### src/rtl/rsu_pkg.sv
package rsu_pkg;

    typedef enum logic [2:0] {
        ST_IDLE    = 3'd0,
        ST_PUSH_LO = 3'd1,
        ST_PUSH_HI = 3'd2,
        ST_PULL_HI = 3'd3,
        ST_PULL_LO = 3'd4
    } rsu_state_e;

endpackage

### src/rtl/rsu_fsm.sv
module rsu_fsm
    import rsu_pkg::*;
(
    input  logic       clk,
    input  logic       rst_n,
    input  logic       push_req,
    input  logic       pull_req,
    input  logic       sp_load,
    output rsu_state_e state,
    output logic       take_load,
    output logic       take_push,
    output logic       busy,
    output logic       done
);

    rsu_state_e state_d;

    // state register
    always_ff @(posedge clk or negedge rst_n) begin
        if (!rst_n) begin
            state <= ST_IDLE;
        end else begin
            state <= state_d;
        end
    end

    // next state
    always_comb begin
        state_d = state;
        unique case (state)
            ST_IDLE: begin
                if (sp_load)       state_d = ST_IDLE;
                else if (push_req) state_d = ST_PUSH_LO;
                else if (pull_req) state_d = ST_PULL_HI;
            end
            ST_PUSH_LO: state_d = ST_PUSH_HI;
            ST_PUSH_HI: state_d = ST_IDLE;
            ST_PULL_HI: state_d = ST_PULL_LO;
            ST_PULL_LO: state_d = ST_IDLE;
            default:    state_d = ST_IDLE;
        endcase
    end

    // outputs
    always_comb begin
        take_load = 1'b0;
        take_push = 1'b0;
        busy      = 1'b1;
        done      = 1'b0;
        unique case (state)
            ST_IDLE: begin
                busy      = 1'b0;
                take_load = sp_load;
                take_push = !sp_load && push_req;
            end
            ST_PUSH_HI, ST_PULL_LO: done = 1'b1;
            default: ;
        endcase
    end

    AST_DONE_ONE_CYCLE: assert property (@(posedge clk) disable iff (!rst_n)
        done |=> !done);
    AST_DONE_AFTER_BUSY: assert property (@(posedge clk) disable iff (!rst_n)
        done |-> $past(busy));
    AST_PUSH_SEQ: assert property (@(posedge clk) disable iff (!rst_n)
        (state == ST_PUSH_LO) |=> (state == ST_PUSH_HI));
    AST_PULL_SEQ: assert property (@(posedge clk) disable iff (!rst_n)
        (state == ST_PULL_HI) |=> (state == ST_PULL_LO));

endmodule

### src/rtl/rsu_ptr.sv
module rsu_ptr #(
    parameter int SP_W = 4
) (
    input  logic            clk,
    input  logic            rst_n,
    input  logic            load,
    input  logic [SP_W-1:0] load_val,
    input  logic            dec,
    input  logic            inc,
    output logic [SP_W-1:0] sp
);

    localparam logic [SP_W-1:0] SP_RESET = {SP_W{1'b1}};
    localparam logic [SP_W-1:0] SP_ONE   = {{(SP_W-1){1'b0}}, 1'b1};

    always_ff @(posedge clk or negedge rst_n) begin
        if (!rst_n) begin
            sp <= SP_RESET;
        end else if (load) begin
            sp <= load_val;
        end else if (dec) begin
            sp <= sp - SP_ONE;
        end else if (inc) begin
            sp <= sp + SP_ONE;
        end
    end

    AST_DEC_STEP: assert property (@(posedge clk) disable iff (!rst_n)
        (dec && !load) |=> (sp == $past(sp) - SP_ONE));
    AST_INC_STEP: assert property (@(posedge clk) disable iff (!rst_n)
        (inc && !load) |=> (sp == $past(sp) + SP_ONE));
    AST_LOAD_TAKES: assert property (@(posedge clk) disable iff (!rst_n)
        load |=> (sp == $past(load_val)));

endmodule

### src/rtl/rsu_ram.sv
module rsu_ram #(
    parameter int SP_W   = 4,
    parameter int BYTE_W = 8
) (
    input  logic              clk,
    input  logic              rst_n,
    input  logic              we,
    input  logic [SP_W-1:0]   waddr,
    input  logic [BYTE_W-1:0] wdata,
    input  logic [SP_W-1:0]   raddr,
    output logic [BYTE_W-1:0] rdata
);

    localparam int DEPTH = 1 << SP_W;

    logic [BYTE_W-1:0] mem [DEPTH];

    for (genvar i = 0; i < DEPTH; i++) begin : g_byte
        always_ff @(posedge clk or negedge rst_n) begin
            if (!rst_n) begin
                mem[i] <= '0;
            end else if (we && (waddr == SP_W'(i))) begin
                mem[i] <= wdata;
            end
        end
    end

    assign rdata = mem[raddr];

    AST_WRITE_LANDS: assert property (@(posedge clk) disable iff (!rst_n)
        we |=> (mem[$past(waddr)] == $past(wdata)));

endmodule

### src/rtl/ret_stack_unit.sv
module ret_stack_unit
    import rsu_pkg::*;
#(
    parameter int SP_W   = 4,
    parameter int ADDR_W = 12,
    parameter int BYTE_W = 8
) (
    input  logic              clk,
    input  logic              rst_n,
    input  logic              push_req_i,
    input  logic [ADDR_W-1:0] push_addr_i,
    input  logic              pull_req_i,
    input  logic              sp_load_i,
    input  logic [SP_W-1:0]   sp_load_val_i,
    output logic              busy_o,
    output logic              done_o,
    output logic              ret_valid_o,
    output logic [ADDR_W-1:0] ret_addr_o,
    output logic [SP_W-1:0]   sp_o
);

    localparam int HI_W  = ADDR_W - BYTE_W;
    localparam int PAD_W = BYTE_W - HI_W;
    localparam logic [SP_W-1:0] SP_ONE = {{(SP_W-1){1'b0}}, 1'b1};

    rsu_state_e        state;
    logic              take_load;
    logic              take_push;
    logic [ADDR_W-1:0] addr_q;
    logic [HI_W-1:0]   hi_q;
    logic              ram_we;
    logic [BYTE_W-1:0] ram_wdata;
    logic [SP_W-1:0]   ram_raddr;
    logic [BYTE_W-1:0] ram_rdata;
    logic              sp_dec;
    logic              sp_inc;

    rsu_fsm u_fsm (
        .clk       (clk),
        .rst_n     (rst_n),
        .push_req  (push_req_i),
        .pull_req  (pull_req_i),
        .sp_load   (sp_load_i),
        .state     (state),
        .take_load (take_load),
        .take_push (take_push),
        .busy      (busy_o),
        .done      (done_o)
    );

    assign sp_dec = (state == ST_PUSH_LO) || (state == ST_PUSH_HI);
    assign sp_inc = (state == ST_PULL_HI) || (state == ST_PULL_LO);

    rsu_ptr #(.SP_W(SP_W)) u_ptr (
        .clk      (clk),
        .rst_n    (rst_n),
        .load     (take_load),
        .load_val (sp_load_val_i),
        .dec      (sp_dec),
        .inc      (sp_inc),
        .sp       (sp_o)
    );

    // address capture and high byte hold
    always_ff @(posedge clk or negedge rst_n) begin
        if (!rst_n) begin
            addr_q <= '0;
            hi_q   <= '0;
        end else begin
            if (take_push) addr_q <= push_addr_i;
            if (state == ST_PULL_HI) hi_q <= ram_rdata[HI_W-1:0];
        end
    end

    always_comb begin
        ram_we    = sp_dec;
        ram_wdata = (state == ST_PUSH_HI) ? {{PAD_W{1'b0}}, addr_q[ADDR_W-1:BYTE_W]}
                                          : addr_q[BYTE_W-1:0];
        ram_raddr = sp_o + SP_ONE;
    end

    rsu_ram #(.SP_W(SP_W), .BYTE_W(BYTE_W)) u_ram (
        .clk   (clk),
        .rst_n (rst_n),
        .we    (ram_we),
        .waddr (sp_o),
        .wdata (ram_wdata),
        .raddr (ram_raddr),
        .rdata (ram_rdata)
    );

    assign ret_valid_o = (state == ST_PULL_LO);
    assign ret_addr_o  = {hi_q, ram_rdata};

    AST_HI_UPPER_ZERO: assert property (@(posedge clk) disable iff (!rst_n)
        (state == ST_PUSH_HI) |-> (ram_wdata[BYTE_W-1:HI_W] == '0));
    AST_IDLE_HOLD: assert property (@(posedge clk) disable iff (!rst_n)
        (!busy_o && !sp_load_i && !push_req_i && !pull_req_i) |=> $stable(sp_o));
    AST_BUSY_NO_LOAD: assert property (@(posedge clk) disable iff (!rst_n)
        (busy_o && sp_load_i && (state == ST_PUSH_LO)) |=> (sp_o == $past(sp_o) - SP_ONE));
    AST_VALID_WITH_DONE: assert property (@(posedge clk) disable iff (!rst_n)
        ret_valid_o |-> done_o);

endmodule

### config.mk
export PLATFORM = sky130hd
export DESIGN_NAME = ret_stack_unit
export DESIGN_NICKNAME = d
export VERILOG_FILES = /design/src/rtl/rsu_pkg.sv /design/src/rtl/rsu_fsm.sv /design/src/rtl/rsu_ptr.sv /design/src/rtl/rsu_ram.sv /design/src/rtl/ret_stack_unit.sv
export SDC_FILE = /design/constraint.sdc
export NUM_CORES = 1
export LEC_CHECK = 0
export ABC_AREA = 0
export BUFFER_PORTS_ARGS = -buffer_cell sky130_fd_sc_hd__buf_4
export CORE_ASPECT_RATIO = 1.5
export CORE_MARGIN = 2
export CORE_UTILIZATION = 56
export CTS_BUF_LIST = sky130_fd_sc_hd__clkbuf_2
export DETAILED_ROUTE_END_ITERATION = 10
export HOLD_SLACK_MARGIN = 0.02
export MAX_ROUTING_LAYER = met4
export PLACE_DENSITY = 0.83
export SYNTH_ARGS = -nofsm -noshare
export SYNTH_HDL_FRONTEND = slang
export SYNTH_HIERARCHICAL = 1
export SYNTH_SLANG_ARGS = --single-unit
### constraint.sdc
create_clock -name clk -period 4.1 [get_ports clk]
set_input_delay 0.41 -clock clk [delete_from_list [all_inputs] [get_ports clk]]
set_output_delay 0.41 -clock clk [all_outputs]
set_load 0.02 [all_outputs]
==> impl_metrics.env <==
export IMPL_drive_above_1_share_pct=50.00
export IMPL_synth_edf_count=0
export IMPL_h_tree_depth=4
export IMPL_grt_max_degree=76
export IMPL_worstSetupStartpoint="u_ptr/sp[0]"
export IMPL_die_w_um=96.01
export IMPL_antenna_found_initial=1
export IMPL_end_kind="primary output"
export IMPL_drtPass1Iterations=4
export IMPL_synth_top_flop_cell="dfrtp_1"
export IMPL_critPathSlowestCell="dfstp_2"
export IMPL_yosys_area_top_type_share_pct=51.73
export IMPL_rsz0062_at_grt="false"
export IMPL_post_route_period_util_pct=90.18
export IMPL_syn_inst=462
export IMPL_cp_data_required_time_ns=3.69
export IMPL_final_nets=547
export IMPL_syn_num_nets=487
export IMPL_die_height_um=142.0
export IMPL_rows=50
export IMPL_cap_violations=0
export IMPL_cp_common_cell="buf_4"
export IMPL_fin_cells=691
export IMPL_fin_crit_ns=3.697
export IMPL_slew_headroom_pct=37.15
export IMPL_initial_core_util_pct=57.12
export IMPL_die_area_um2=13630
export IMPL_synthArstFlopShare_pct=100.0
export IMPL_clk_latency_ns=0.70
export IMPL_placed_cells_incl_taps=637
export IMPL_yosysMostFrequentCell="mux2_2"
export IMPL_crit_path_max_fanout=19
export IMPL_hpwl_mm=9.657
export IMPL_fp_coreArea_um2=12450
export IMPL_cts_sinks=151
export IMPL_p_leak_uw=0.003607
export IMPL_drt_iter0_markers=243
export IMPL_finalHoldViolCount=0
export IMPL_finalMaxSlewViolations=0
export IMPL_r2r_start="u_ptr/sp[0]"
export IMPL_path_class="flip-flop to primary output"
export IMPL_fmax_mhz=270.5
export IMPL_grt_pass1_vias=4395
export IMPL_grt_pass1_wl_mm=22.79
export IMPL_grt_ovfl_total=0
export IMPL_place_congestion=0.7977
export IMPL_peakVddDrop_mv=0.3230
export IMPL_cts_tree="yes"
export IMPL_vias=4133
export IMPL_crit_family="flip-flops"
export IMPL_routed_wl_mm=13.87
export IMPL_status="finished clean"
export IMPL_post_cts_buffers=0
export IMPL_clk_pin_slew_ns=0.21
export IMPL_ys_types=41
export IMPL_reg2reg_slack_ns=1.33
export IMPL_cpPeakStageDelay_ns=0.68
export IMPL_p_per_area_nw_per_um2=777.6
export IMPL_synth_area_leaders="dfrtp_1 52%, mux2_2 24%, mux4_2 5.4%"
export IMPL_hp_start="sp_load_i"
export IMPL_min_path_type="input pin to flip-flop"
export IMPL_yosysWarningCount=6
export IMPL_cp_buffers_inverters=2
export IMPL_synth_top_area_cell="dfrtp_1"
export IMPL_cp_cell_sequence="ha_1, buf_4, mux4_1, a22oi_1, nand2_1, buf_4"
export IMPL_ys_top_cells_by_count="150 x mux2_2, 147 x dfrtp_1, 17 x mux4_2"
export IMPL_ys_seq_area_share_pct=53.21
export IMPL_arrival_ns=3.29
export IMPL_drc=0
export IMPL_globalRouteTotalUtil_pct=23.29
export IMPL_crit_path_start_kind="flip-flop"
export IMPL_viasPerCell=5.981
export IMPL_io_pins=40
export IMPL_setup_tns_ns=0
export IMPL_ys_seq_elements=151
export IMPL_clockRootBuffer="clkbuf_2"
export IMPL_ant_nets=0
export IMPL_fin_skew_ns=0.02532
export IMPL_worst_slew_pin_slew_ns=0.9409
export IMPL_setup_violations=0
export IMPL_numCtsBuffers=17
export IMPL_postSynthAreaPerCell_um2=15.39
export IMPL_portBuffers=39
export IMPL_fill_cells=884
export IMPL_wl_per_cell_um=20.08
export IMPL_clockBufferDepth=2
export IMPL_syn_area_um2=7111
export IMPL_syn2layout_area_growth_pct=11.24
-- final cells by class --
class	instances	area, um2	area share [%]
clock inverter	13	108.9	1.376
multi-input combinational	281	3157	39.91
clock buffer	18	90.09	1.139
sequential	151	3784	47.83
timing repair buffer	66	554.3	7.007
tap	156	195.2	2.468
inverter	5	18.77	0.2373
antenna	1	2.502	0.03164
-- final timing paths --
path / to / cells after the start
max: ret_addr_o[0] / 6
min reg2reg: addr_q[5] / 1
max in group asynchronous: u_ram/mem[122] / 3
min in group asynchronous: u_ram/mem[71] / 2
min: u_ptr/sp[0] / 5
max reg2reg: hi_q[0] / 6
-- layer usage --
metal	vias to the layer above	share of wire [%]	track usage [%]
met3	24	2.9	5.403
met5	-	0	-
met4	0	2.0	7.895
li1	1841	-	-
met2	89	55	37.54
met1	2179	40	28.98
-- worst min-delay path, stage by stage --
cell and delay, ns:
buf_4 0.12, inv_1 0.07, nor2_2 0.08, nand2_1 0.06, o21ai_0 0.09
-- flip-flops by register name (all words and copies together) (netlist names) --
register / cells
addr_q: 12
hi_q: 4
u_fsm/state: 3
u_ptr/sp: 4
u_ram/mem: 128
-- report_power, final --
part	leakage [uW]	internal (uW)	switching, uW
combinational	0.00157	1520	1410
clock	0.000115	212	516
sequential	0.00192	2120	370
total	0.00361	3860	2290
-- what timing repair did --
item	4_1_cts	5_1_grt
resized for setup	0	0
setup endpoints to repair	0	0
hold buffers	22	0
hold endpoints to repair	91	0
-- logic make-up after synthesis --
group | share of synthesized area [%]
buffers and inverters | 2.393
AOI/OAI and AO/OA | 2.534
muxes | 34.66
and+or+nand+nor | 5.648
xor gates and xnor gates | 0.7390
adders and majority gates | 0.8095
DFF | 53.21
-- cell usage in the layout, fill, tap and decap left out, types with 2 or more instances in the layout --
master	instances
nand2_1	15
dfstp_2	4
nand3_1	3
mux2_2	150
xnor2_1	4
o21a_1	3
dfrtp_1	147
xor2_1	2
mux4_2	17
ha_1	3
nor2b_1	2
and2_1	2
nor3b_1	2
buf_4	43
o21ai_0	2
nor2_1	6
mux4_1	14
and2b_2	4
a22oi_1	16
nand2b_1	8
nand3b_1	2
nor2_2	11
dlygate4sd3_1	22
clkbuf_2	18
a21oi_1	2
clkinv_2	4
clkinvlp_4	5
inv_1	5
-- per-stage QoR --
stage	hold slack (ns)	worst slack (ns)	cell area [um2]	power [uW]	util, %
2_1_floorplan	0.1144	1.870	7111	4643	-
3_3_place_gp	0.4573	1.268	7488	5260	60.15
3_5_place_dp	0.4749	1.193	7488	5445	60.15
4_1_cts	0.02693	0.3607	7908	6181	63.52
5_1_grt	0.05091	0.1351	7910	6549	63.54
6_report	0.1045	0.4026	7910	6151	63.54
(Power assumes the default switching activity.)
